## src/rtl/mts_pkg.sv

```systemverilog
package mts_pkg;

   typedef enum logic [2:0] {
      ST_INIT,
      ST_CMD,
      ST_WBEAT,
      ST_RBEAT,
      ST_IDLE
   } mts_state_e;

   typedef enum logic [1:0] {
      PH_FILL,
      PH_CHECK,
      PH_MANUAL
   } mts_phase_e;

   typedef struct packed {
      logic up;
      logic down;
      logic rd;
      logic wr;
   } mts_btn_t;

   // fill pattern: marker bits, beat index, word index
   function automatic logic [15:0] fill_beat(input logic [11:0] idx, input logic [1:0] k);
      return {2'b11, k, idx};
   endfunction

endpackage

```

## src/rtl/mts_debounce.sv

```systemverilog
module mts_debounce #(
   parameter int DEB_CYCLES = 50000
) (
   input  logic clk,
   input  logic rst,
   input  logic raw,
   output logic pulse
);
   logic [1:0] sync_q;
   logic       stable_q;

   always_ff @(posedge clk) begin
      if (rst) sync_q <= '0;
      else     sync_q <= {sync_q[0], raw};
   end

   generate
      if (DEB_CYCLES <= 1) begin : g_plain
         always_ff @(posedge clk) begin
            if (rst) begin
               stable_q <= 1'b0;
               pulse    <= 1'b0;
            end else begin
               stable_q <= sync_q[1];
               pulse    <= sync_q[1] & ~stable_q;
            end
         end
      end else begin : g_filter
         localparam int CNT_W = $clog2(DEB_CYCLES + 1);
         logic [CNT_W-1:0] cnt_q;
         logic             settle;
         assign settle = (cnt_q == CNT_W'(DEB_CYCLES - 1));

         always_ff @(posedge clk) begin
            if (rst) begin
               cnt_q    <= '0;
               stable_q <= 1'b0;
               pulse    <= 1'b0;
            end else begin
               pulse <= 1'b0;
               if (sync_q[1] != stable_q) begin
                  if (settle) begin
                     cnt_q    <= '0;
                     stable_q <= sync_q[1];
                     pulse    <= sync_q[1];
                  end else begin
                     cnt_q <= cnt_q + CNT_W'(1);
                  end
               end else begin
                  cnt_q <= '0;
               end
            end
         end
      end
   endgenerate
endmodule

```

## src/rtl/mts_heartbeat.sv

```systemverilog
module mts_heartbeat #(
   parameter int BLINK_HALF = 25000000
) (
   input  logic clk,
   input  logic rst,
   output logic led
);
   localparam int CNT_W = $clog2(BLINK_HALF + 1);
   logic [CNT_W-1:0] cnt_q;

   always_ff @(posedge clk) begin
      if (rst) begin
         cnt_q <= '0;
         led   <= 1'b0;
      end else if (cnt_q == CNT_W'(BLINK_HALF - 1)) begin
         cnt_q <= '0;
         led   <= ~led;
      end else begin
         cnt_q <= cnt_q + CNT_W'(1);
      end
   end
endmodule

```

## src/rtl/mts_engine.sv

```systemverilog
module mts_engine
   import mts_pkg::*;
#(
   parameter int          ADDR_W     = 10,
   parameter int          FILL_WORDS = 16,
   parameter int          BEAT_W     = 16,
   parameter int          BEATS      = 4,
   parameter logic [63:0] FIXED_WORD = 64'hFEED_0BAD_CAFE_1234
) (
   input  logic                    clk,
   input  logic                    rst,
   input  logic                    init_done,
   input  mts_btn_t                act,
   output logic                    cmd_valid,
   input  logic                    cmd_ready,
   output logic                    cmd_write,
   output logic [ADDR_W-1:0]       cmd_addr,
   output logic                    wr_beat_valid,
   input  logic                    wr_beat_ready,
   output logic [BEAT_W-1:0]       wr_beat_data,
   input  logic                    rd_beat_valid,
   input  logic [BEAT_W-1:0]       rd_beat_data,
   output logic [BEAT_W*BEATS-1:0] shown_word
);
   localparam int WORD_W  = BEAT_W * BEATS;
   localparam int BEAT_IW = $clog2(BEATS);
   localparam int IDX_W   = $clog2(FILL_WORDS);

   mts_state_e          state_q;
   mts_phase_e          phase_q;
   logic                op_wr_q;
   logic [ADDR_W-1:0]   op_addr_q;
   logic [ADDR_W-1:0]   ptr_q;
   logic [IDX_W-1:0]    idx_q;
   logic [BEAT_IW-1:0]  beat_q;
   logic [WORD_W-1:0]   rd_buf_q;
   logic [WORD_W-1:0]   buf_next;
   logic [WORD_W-1:0]   fill_w;
   logic [WORD_W-1:0]   out_word;
   logic                last_beat;
   logic                op_done;

   always_comb begin
      fill_w = '0;
      for (int k = 0; k < BEATS; k++) begin
         fill_w[k*BEAT_W +: BEAT_W] = BEAT_W'(fill_beat(12'(idx_q), 2'(k)));
      end
   end

   assign out_word  = (phase_q == PH_FILL) ? fill_w : WORD_W'(FIXED_WORD);
   assign last_beat = (beat_q == BEAT_IW'(BEATS - 1));

   always_comb begin
      buf_next = rd_buf_q;
      buf_next[beat_q*BEAT_W +: BEAT_W] = rd_beat_data;
   end

   assign op_done = last_beat &&
                    (((state_q == ST_WBEAT) && wr_beat_ready) ||
                     ((state_q == ST_RBEAT) && rd_beat_valid));

   assign cmd_valid     = (state_q == ST_CMD);
   assign cmd_write     = op_wr_q;
   assign cmd_addr      = op_addr_q;
   assign wr_beat_valid = (state_q == ST_WBEAT);
   assign wr_beat_data  = out_word[beat_q*BEAT_W +: BEAT_W];
   assign shown_word    = rd_buf_q;

   always_ff @(posedge clk) begin
      if (rst) begin
         state_q   <= ST_INIT;
         phase_q   <= PH_FILL;
         op_wr_q   <= 1'b1;
         op_addr_q <= '0;
         ptr_q     <= '0;
         idx_q     <= '0;
         beat_q    <= '0;
         rd_buf_q  <= '0;
      end else begin
         case (state_q)
            ST_INIT: begin
               if (init_done) begin
                  state_q   <= ST_CMD;
                  phase_q   <= PH_FILL;
                  op_wr_q   <= 1'b1;
                  op_addr_q <= '0;
                  idx_q     <= '0;
               end
            end
            ST_CMD: begin
               if (cmd_ready) begin
                  beat_q  <= '0;
                  state_q <= op_wr_q ? ST_WBEAT : ST_RBEAT;
               end
            end
            ST_WBEAT: begin
               if (wr_beat_ready) beat_q <= beat_q + BEAT_IW'(1);
            end
            ST_RBEAT: begin
               if (rd_beat_valid) begin
                  beat_q <= beat_q + BEAT_IW'(1);
                  if (!last_beat) rd_buf_q <= buf_next;
               end
            end
            ST_IDLE: begin
               if (act.rd) begin
                  op_addr_q <= ptr_q;
                  op_wr_q   <= 1'b0;
                  state_q   <= ST_CMD;
               end else if (act.wr) begin
                  op_addr_q <= ptr_q;
                  op_wr_q   <= 1'b1;
                  state_q   <= ST_CMD;
               end else if (act.up) begin
                  ptr_q <= ptr_q + ADDR_W'(1);
               end else if (act.down) begin
                  ptr_q <= ptr_q - ADDR_W'(1);
               end
            end
            default: state_q <= ST_INIT;
         endcase

         if (op_done) begin
            if (state_q == ST_RBEAT) rd_buf_q <= buf_next;
            case (phase_q)
               PH_FILL: begin
                  state_q <= ST_CMD;
                  if (idx_q == IDX_W'(FILL_WORDS - 1)) begin
                     phase_q   <= PH_CHECK;
                     op_wr_q   <= 1'b0;
                     op_addr_q <= '0;
                  end else begin
                     idx_q     <= idx_q + IDX_W'(1);
                     op_addr_q <= op_addr_q + ADDR_W'(1);
                  end
               end
               PH_CHECK: begin
                  phase_q <= PH_MANUAL;
                  state_q <= ST_IDLE;
               end
               default: state_q <= ST_IDLE;
            endcase
         end
      end
   end
endmodule

```

## src/rtl/memtest_sequencer.sv

```systemverilog
module memtest_sequencer
   import mts_pkg::*;
#(
   parameter int          ADDR_W     = 10,
   parameter int          FILL_WORDS = 16,
   parameter int          BEAT_W     = 16,
   parameter int          BEATS      = 4,
   parameter int          DEB_CYCLES = 50000,
   parameter int          BLINK_HALF = 25000000,
   parameter logic [63:0] FIXED_WORD = 64'hFEED_0BAD_CAFE_1234,
   localparam int         WORD_W     = BEAT_W * BEATS,
   localparam int         SEL_W      = $clog2(WORD_W / 8)
) (
   input  logic              clk,
   input  logic              rst_sw,
   input  logic              btn_up,
   input  logic              btn_down,
   input  logic              btn_read,
   input  logic              btn_write,
   input  logic [SEL_W-1:0]  byte_sel,
   output logic [7:0]        led,
   output logic              led_alive,
   input  logic              mc_init_done,
   output logic              cmd_valid,
   input  logic              cmd_ready,
   output logic              cmd_write,
   output logic [ADDR_W-1:0] cmd_addr,
   output logic              wr_beat_valid,
   input  logic              wr_beat_ready,
   output logic [BEAT_W-1:0] wr_beat_data,
   input  logic              rd_beat_valid,
   input  logic [BEAT_W-1:0] rd_beat_data
);
   localparam int NBTN = 4;

   if (BEATS < 2 || BEATS > 4) begin : g_chk_beats
      $error("BEATS must be 2..4");
   end
   if (BEAT_W < 16) begin : g_chk_beat_w
      $error("BEAT_W must be at least 16");
   end
   if (FILL_WORDS < 2 || FILL_WORDS > 4096 || FILL_WORDS > (1 << ADDR_W)) begin : g_chk_fill
      $error("FILL_WORDS must be 2..4096 and fit the address range");
   end
   if (WORD_W > 64) begin : g_chk_word
      $error("word must fit FIXED_WORD");
   end

   logic [NBTN-1:0]   raw_btn;
   logic [NBTN-1:0]   act_vec;
   mts_btn_t          act;
   logic [WORD_W-1:0] shown_word;

   assign raw_btn = {btn_up, btn_down, btn_read, btn_write};

   for (genvar g = 0; g < NBTN; g++) begin : g_btn
      mts_debounce #(.DEB_CYCLES(DEB_CYCLES)) u_db (
         .clk   (clk),
         .rst   (rst_sw),
         .raw   (raw_btn[g]),
         .pulse (act_vec[g])
      );
   end

   assign act = mts_btn_t'(act_vec);

   mts_engine #(
      .ADDR_W     (ADDR_W),
      .FILL_WORDS (FILL_WORDS),
      .BEAT_W     (BEAT_W),
      .BEATS      (BEATS),
      .FIXED_WORD (FIXED_WORD)
   ) u_engine (
      .clk           (clk),
      .rst           (rst_sw),
      .init_done     (mc_init_done),
      .act           (act),
      .cmd_valid     (cmd_valid),
      .cmd_ready     (cmd_ready),
      .cmd_write     (cmd_write),
      .cmd_addr      (cmd_addr),
      .wr_beat_valid (wr_beat_valid),
      .wr_beat_ready (wr_beat_ready),
      .wr_beat_data  (wr_beat_data),
      .rd_beat_valid (rd_beat_valid),
      .rd_beat_data  (rd_beat_data),
      .shown_word    (shown_word)
   );

   assign led = shown_word[byte_sel*8 +: 8];

   mts_heartbeat #(.BLINK_HALF(BLINK_HALF)) u_hb (
      .clk (clk),
      .rst (rst_sw),
      .led (led_alive)
   );
endmodule

```

## config.mk

```make
export PLATFORM = sky130hd
export DESIGN_NAME = memtest_sequencer
export DESIGN_NICKNAME = d
export VERILOG_FILES = /design/src/rtl/mts_pkg.sv /design/src/rtl/mts_debounce.sv /design/src/rtl/mts_heartbeat.sv /design/src/rtl/mts_engine.sv /design/src/rtl/memtest_sequencer.sv
export SDC_FILE = /design/constraint.sdc
export NUM_CORES = 1
export LEC_CHECK = 0
export BUFFER_PORTS_ARGS = -buffer_cell sky130_fd_sc_hd__buf_2
export CORE_UTILIZATION = 25
export CTS_CLUSTER_DIAMETER = 100
export CTS_CLUSTER_SIZE = 20
export DETAILED_ROUTE_END_ITERATION = 12
export PLACE_DENSITY_LB_ADDON = 0.08
export SYNTH_ARGS = -nofsm -noshare
export SYNTH_HDL_FRONTEND = slang
export SYNTH_SLANG_ARGS = --single-unit
```

## constraint.sdc

```tcl
create_clock -name clk -period 2.4 [get_ports clk]
set_input_delay 0.12 -clock clk [delete_from_list [all_inputs] [get_ports clk]]
set_output_delay 0.12 -clock clk [all_outputs]
set_load 0.005 [all_outputs]
```

# --- Word-level counts from Yosys, hierarchy flattened ---
# Cells that the tools add are included.
word_totals:
  ff_bits: 202
  latchBits: 0
  ram_bits: 0
  rom_bits: 0
  inputBits: 29
  wordCells: 145
  memories: 0
classes:
  n_addsub: 11
  multipliers: 0
  div: 0
  n_lt_le_gt_ge: 0
  eq_ne: 23
  shifts: 4
  mux: 45
  n_bitwise: 11
  n_reduce_logical: 25
ops:
  columns: ["operator", "n"]
  rows:
  - ["$mux 64", 5]
  - ["$mux 10", 8]
  - ["$add 16x1->16 const B", 4]
  - ["$bwmux 64", 1]
  - ["$eq 16x16->1 const B", 4]
  - ["$shift 16x34->64 const A", 1]
  - ["$shiftx 16x34->64", 1]
  - ["$shiftx 64x7->16", 1]
  - ["$shiftx 64x7->8", 1]
  - ["$mux 60", 1]
  - ["$neg 6->34", 1]
  - ["$add 25x1->25 const B", 1]
  - ["$eq 25x25->1 const B", 1]
  - ["$reduce_or 3->1", 8]
  - ["$add 10x1->10 const B", 2]
  - ["$mux 4", 5]
  - ["$pmux 10 s2", 1]
  - ["$mux 3", 6]
  - ["$mux 2", 7]
  - ["$pmux 3 s4", 1]
  - ["$reduce_and 4->1", 3]
  - ["$not 1->1", 11]
  - ["$sub 10x1->10 const B", 1]
  - ["$reduce_and 2->1", 4]
  - ["other kinds (25)", 40]

# --- Longest topological paths before layout ---
logic_depth:
  ltp_word: 8
  ltp_mapped: 9

# --- By module ---
# A second synthesis with hierarchy kept.
hier_totals:
  cells_unflattened: 1084
  area_unflattened_um2: 9909.5
by_module_without_submodules:
  columns: ["module", "instances", "cells_each", "area_per_inst_um2", "seq_area_each_um2"]
  rows:
  - ["mts_engine", 1, 548, 4628.2, 1921.8]
  - ["mts_debounce", 4, 92, 880.8, 400.4]
  - ["mts_heartbeat", 1, 139, 1207.4, 520.5]
  - ["memtest_sequencer", 1, 29, 550.5, 0.0]

# --- Least setup slack after synthesis ---
# OpenSTA, ideal clock, no wires.
synth_timing:
  path_kind: "register to register"
  from: "register g_btn[3].u_db.pulse"
  to: "register u_engine.ptr_q[8]"
  setup_time_ns: 0.120
  arrival_ns: 2.033
  required_ns: 2.280
  path_slack_ns: 0.248
  path_stages_with_launch: 8
  path_cell_list: "dfxtp_1 -> inv_1 -> fa_1 -> a211oi_1 -> o21ai_0 -> a221oi_1 -> nor4_1 -> a211o_1"
synth_between:
  elab_chain_len: 2
  word_cells_on_any_way: 3
  classes_between: "1 x mux; 2 x reduce/logical"
synth_rtl:
  columns: ["element", "line_no", "source"]
  rows:
  - ["from (decl)", "mts_debounce.sv:7", "output logic pulse"]
  - ["from (signal assigned)", "mts_debounce.sv:45", "pulse <= sync_q[1];"]
  - ["$reduce_bool 2->1 (no source line)", null, null]
  - ["$reduce_and 4->1 (no source line)", null, null]
  - ["to (signal assigned)", "mts_engine.sv:115", "ptr_q <= ptr_q + ADDR_W'(1);"]
  - ["to (signal assigned)", "mts_engine.sv:117", "ptr_q <= ptr_q - ADDR_W'(1);"]
  - ["to (decl)", "mts_engine.sv:33", "logic [ADDR_W-1:0] ptr_q;"]
# Several ways; a longest one is shown, not always the timed one.
# A chain may end at the register's enable or synchronous reset.

# --- Worst setup path after layout ---
# Ends and elaborated chain as after synthesis.

==> impl_metrics.yaml <==
outcome:
  status: "complete, no violations"
yosys:
  synth_flop_cell: "dfxtp_1"
  muxShareOfSynthArea_pct: 5.92
  synth_compound_area_share_pct: 10.4
  yosys.cell_count.top_type: "dfxtp_1"
  syn_inst: 1072
  synthAdderAreaFrac_pct: 3.37
  yosys_warnings: 0
  synth_top_family_by_area: "simple AND/OR/NAND/NOR gates"
  syn-num-nets: 1126
  netlist_top_cells_count: "202 x dfxtp_1, 167 x nor2_1, 101 x nand2_1"
  yosys_register_bits: 202
  synth_area_leaders: "dfxtp_1 43%, nor2_1 6.6%, xnor2_1 4.9%"
  async_reset_ff_share_pct: 0
  synth_top_area_share_pct: 42.5
  yosys.area.top_type: "dfxtp_1"
  synth_xor_area_share_pct: 8.75
  netlist-cell-type-count: 64
  yosys.area_share.simple_pct: 25.5
  synth_seq_area_share_pct: 42.5
  synth_edf_count: 0
  syn-cell-area_um2: 9510
  syn-mean-instance-area_um2: 8.87
floorplan:
  die_w_um: 197
  dieArea_um2: 38800
  die_h_um: 197
  ios: 67
  core_area_um2: 37600
  initial_core_util_pct: 25.3
  std_cell_rows: 71
sta:
  clock_skew_ns: 0.0155
  rsz0062_at_grt: "no"
  fin_tns_setup_ns: 0
  worst_pin_slew_ns: 0.530
  slew_violations: 0
  hold_viol: 0
  fmax_mhz: 467
  fin_crit_sh_pct: 89.3
  period_needed_ns: 2.14
  hold_slack_ns: 0.0827
  maxSlewHeadroom_pct: 64.6
  setup_violations: 0
routing:
  firstDrtPassIters: 4
  drt_iter0_markers: 366
  wl_per_cell_um: 14.5
  viasPerCell: 4.55
  vias: 7582
  drc: 0
  finalWirelength_um: 24100
  ant_nets: 0
global_routing:
  grt_pass1_vias: 7352
  grt_max_degree: 69
  antenna_found_initial: 1
  grt_use_total_pct: 12.7
  grt_overflow: 0
  grt_pass1_wl_um: 40000
clocking:
  path_clk_slew_ns: 0.09
  cts_tree: "built"
  root_buffer: "clkbuf_16"
  cts.sinks: 202
  cts_inserted_buffers: 15
  clockBufferDepth: 3
  cts_setup_buffers: 0
  htreeDepth: 1
  clk_latency_ns: 0.48
flow_run:
  max_cap_viol_count: 0
final_layout:
  area_delta_synth_final_pct: 17.0
  nFillCells: 4029
  fin_area_um2: 11100
  nets: 1205
  drive_gt1_share_pct: 14.7
  n_antenna_cell: 0
  regArea_um2: 4040
  multi_input_area_um2: 5130
worst_setup_path:
  critPathCaptureType: "flop"
  worst_ep_arrival_time_ns: 2.52
  crit_path_start_kind: "flop"
  crit_type: "flop to flop"
  startpoint: "g_btn[3].u_db.pulse"
  worstPathMaxFanout: 4
  crit_required_ns: 2.78
  reg2reg_from: "g_btn[3].u_db.pulse"
  r2r_cells: 7
hold_path:
  worst_hold_path_type: "primary input to flop"
  whs_path_depth: 2
  hold_path_startpoint: "rst_sw"
pwr:
  leakage_nw: 3.88
  power.total_mw: 6.16
  power.density_nw_per_um2: 554
  ir_drop_mv: 0.272
place:
  place_hpwl_um: 16300
  place_area_um2: 10500
  gp_congestion: 0.761
  port_buffers: 66
stage by stage:
stage                     worst slack, ns  util, %  std cells
after detailed placement            0.240     27.9       1624
after global placement              0.236     27.9       1624
after global routing                0.108     29.6       1667
final                               0.258     29.6       1667
after CTS                          0.0397     29.6       1667
after floorplan                     0.248        -       1072
layout by cell type, fill, tap and decap left out, types with 8 or more instances in the layout:
| master | Yosys | routed |
|---|---|---|
| mux2_2 | 10 | 10 |
| a22oi_1 | 23 | 23 |
| a22oi_2 | 10 | 10 |
| o32a_1 | 8 | 8 |
| mux2i_1 | 9 | 9 |
| nor2b_1 | 8 | 8 |
| nand3_1 | 79 | 79 |
| xnor2_1 | 53 | 53 |
| mux4_2 | 16 | 16 |
| dfxtp_1 | 202 | 202 |
| buf_4 | 5 | 30 |
| and3_1 | 20 | 20 |
| nand4_1 | 25 | 25 |
| buf_2 | 14 | 65 |
| xor2_1 | 42 | 42 |
| nand2_1 | 101 | 101 |
| ha_1 | 24 | 24 |
| inv_1 | 18 | 18 |
| nor2_1 | 167 | 166 |
| nor4_1 | 10 | 10 |
| dlygate4sd3_1 | 0 | 21 |
| and2_1 | 8 | 8 |
| nor3_1 | 29 | 29 |
| a21oi_1 | 59 | 59 |
| clkbuf_16 | 0 | 15 |
| nor4b_1 | 8 | 8 |
path summary, 6_finish.rpt:
check / to / slack [ns]
max: u_engine.ptr_q[8] / 0.26
min: u_hb.led / 0.08
max reg2reg: u_engine.ptr_q[8] / 0.26
min reg2reg: g_btn[1].u_db.sync_q[1] / 0.45
metal layers:
metal / part of all wire (%) / vias up / GRT usage, %
met2: 46 / 95 / 21.0
met3: 2.5 / 26 / 1.74
li1: - / 3897 / -
met1: 50 / 3564 / 17.5
met4: 1.9 / 0 / 2.78
met5: 0 / - / 0
cell families (layout without fill, tap and decap cells):
logic type | after synthesis | count (layout)
adder cells (fa/ha/maj) | 25 | 25
buffers and inverters | 75 | 159
flip-flops | 202 | 202
XOR/XNOR | 95 | 95
AND/OR/NAND/NOR | 498 | 498
AO/OA/AOI/OAI | 142 | 142
multiplexers | 35 | 35
final cells by class:
class | count | share of cell area (%)
well taps | 511 | 5.75
multi-input cells | 795 | 46.1
repair buffers | 119 | 7.38
clock inverters | 6 | 0.439
clock buffers | 16 | 3.41
inverters | 18 | 0.607
flip-flops and latches | 202 | 36.3
worst max-delay path, stage by stage, from the launching register on:
cell	delay, ns
dfxtp_1	0.33
inv_1	0.09
fa_1	0.49
a211oi_1	0.28
o21ai_0	0.20
a221oi_1	0.34
nor4_1	0.08
a211o_1	0.23
report_power, final:
part / switching [mW] / leakage, nW / internal, mW / total [mW]
Clock: 1.29 / 0.214 / 1.17 / 2.46
Sequential: 0.0207 / 1.63 / 3.37 / 3.39
Combinational: 0.185 / 2.04 / 0.129 / 0.314
Total: 1.49 / 3.88 / 4.67 / 6.16
what timing repair did:
item	4_1_cts	5_1_grt
endpoints found under the hold margin	69	0
endpoints found under the setup margin	0	4
gates resized for setup	0	1
hold buffers	21	0
Note: power is estimated with default switching activity, not from simulation.
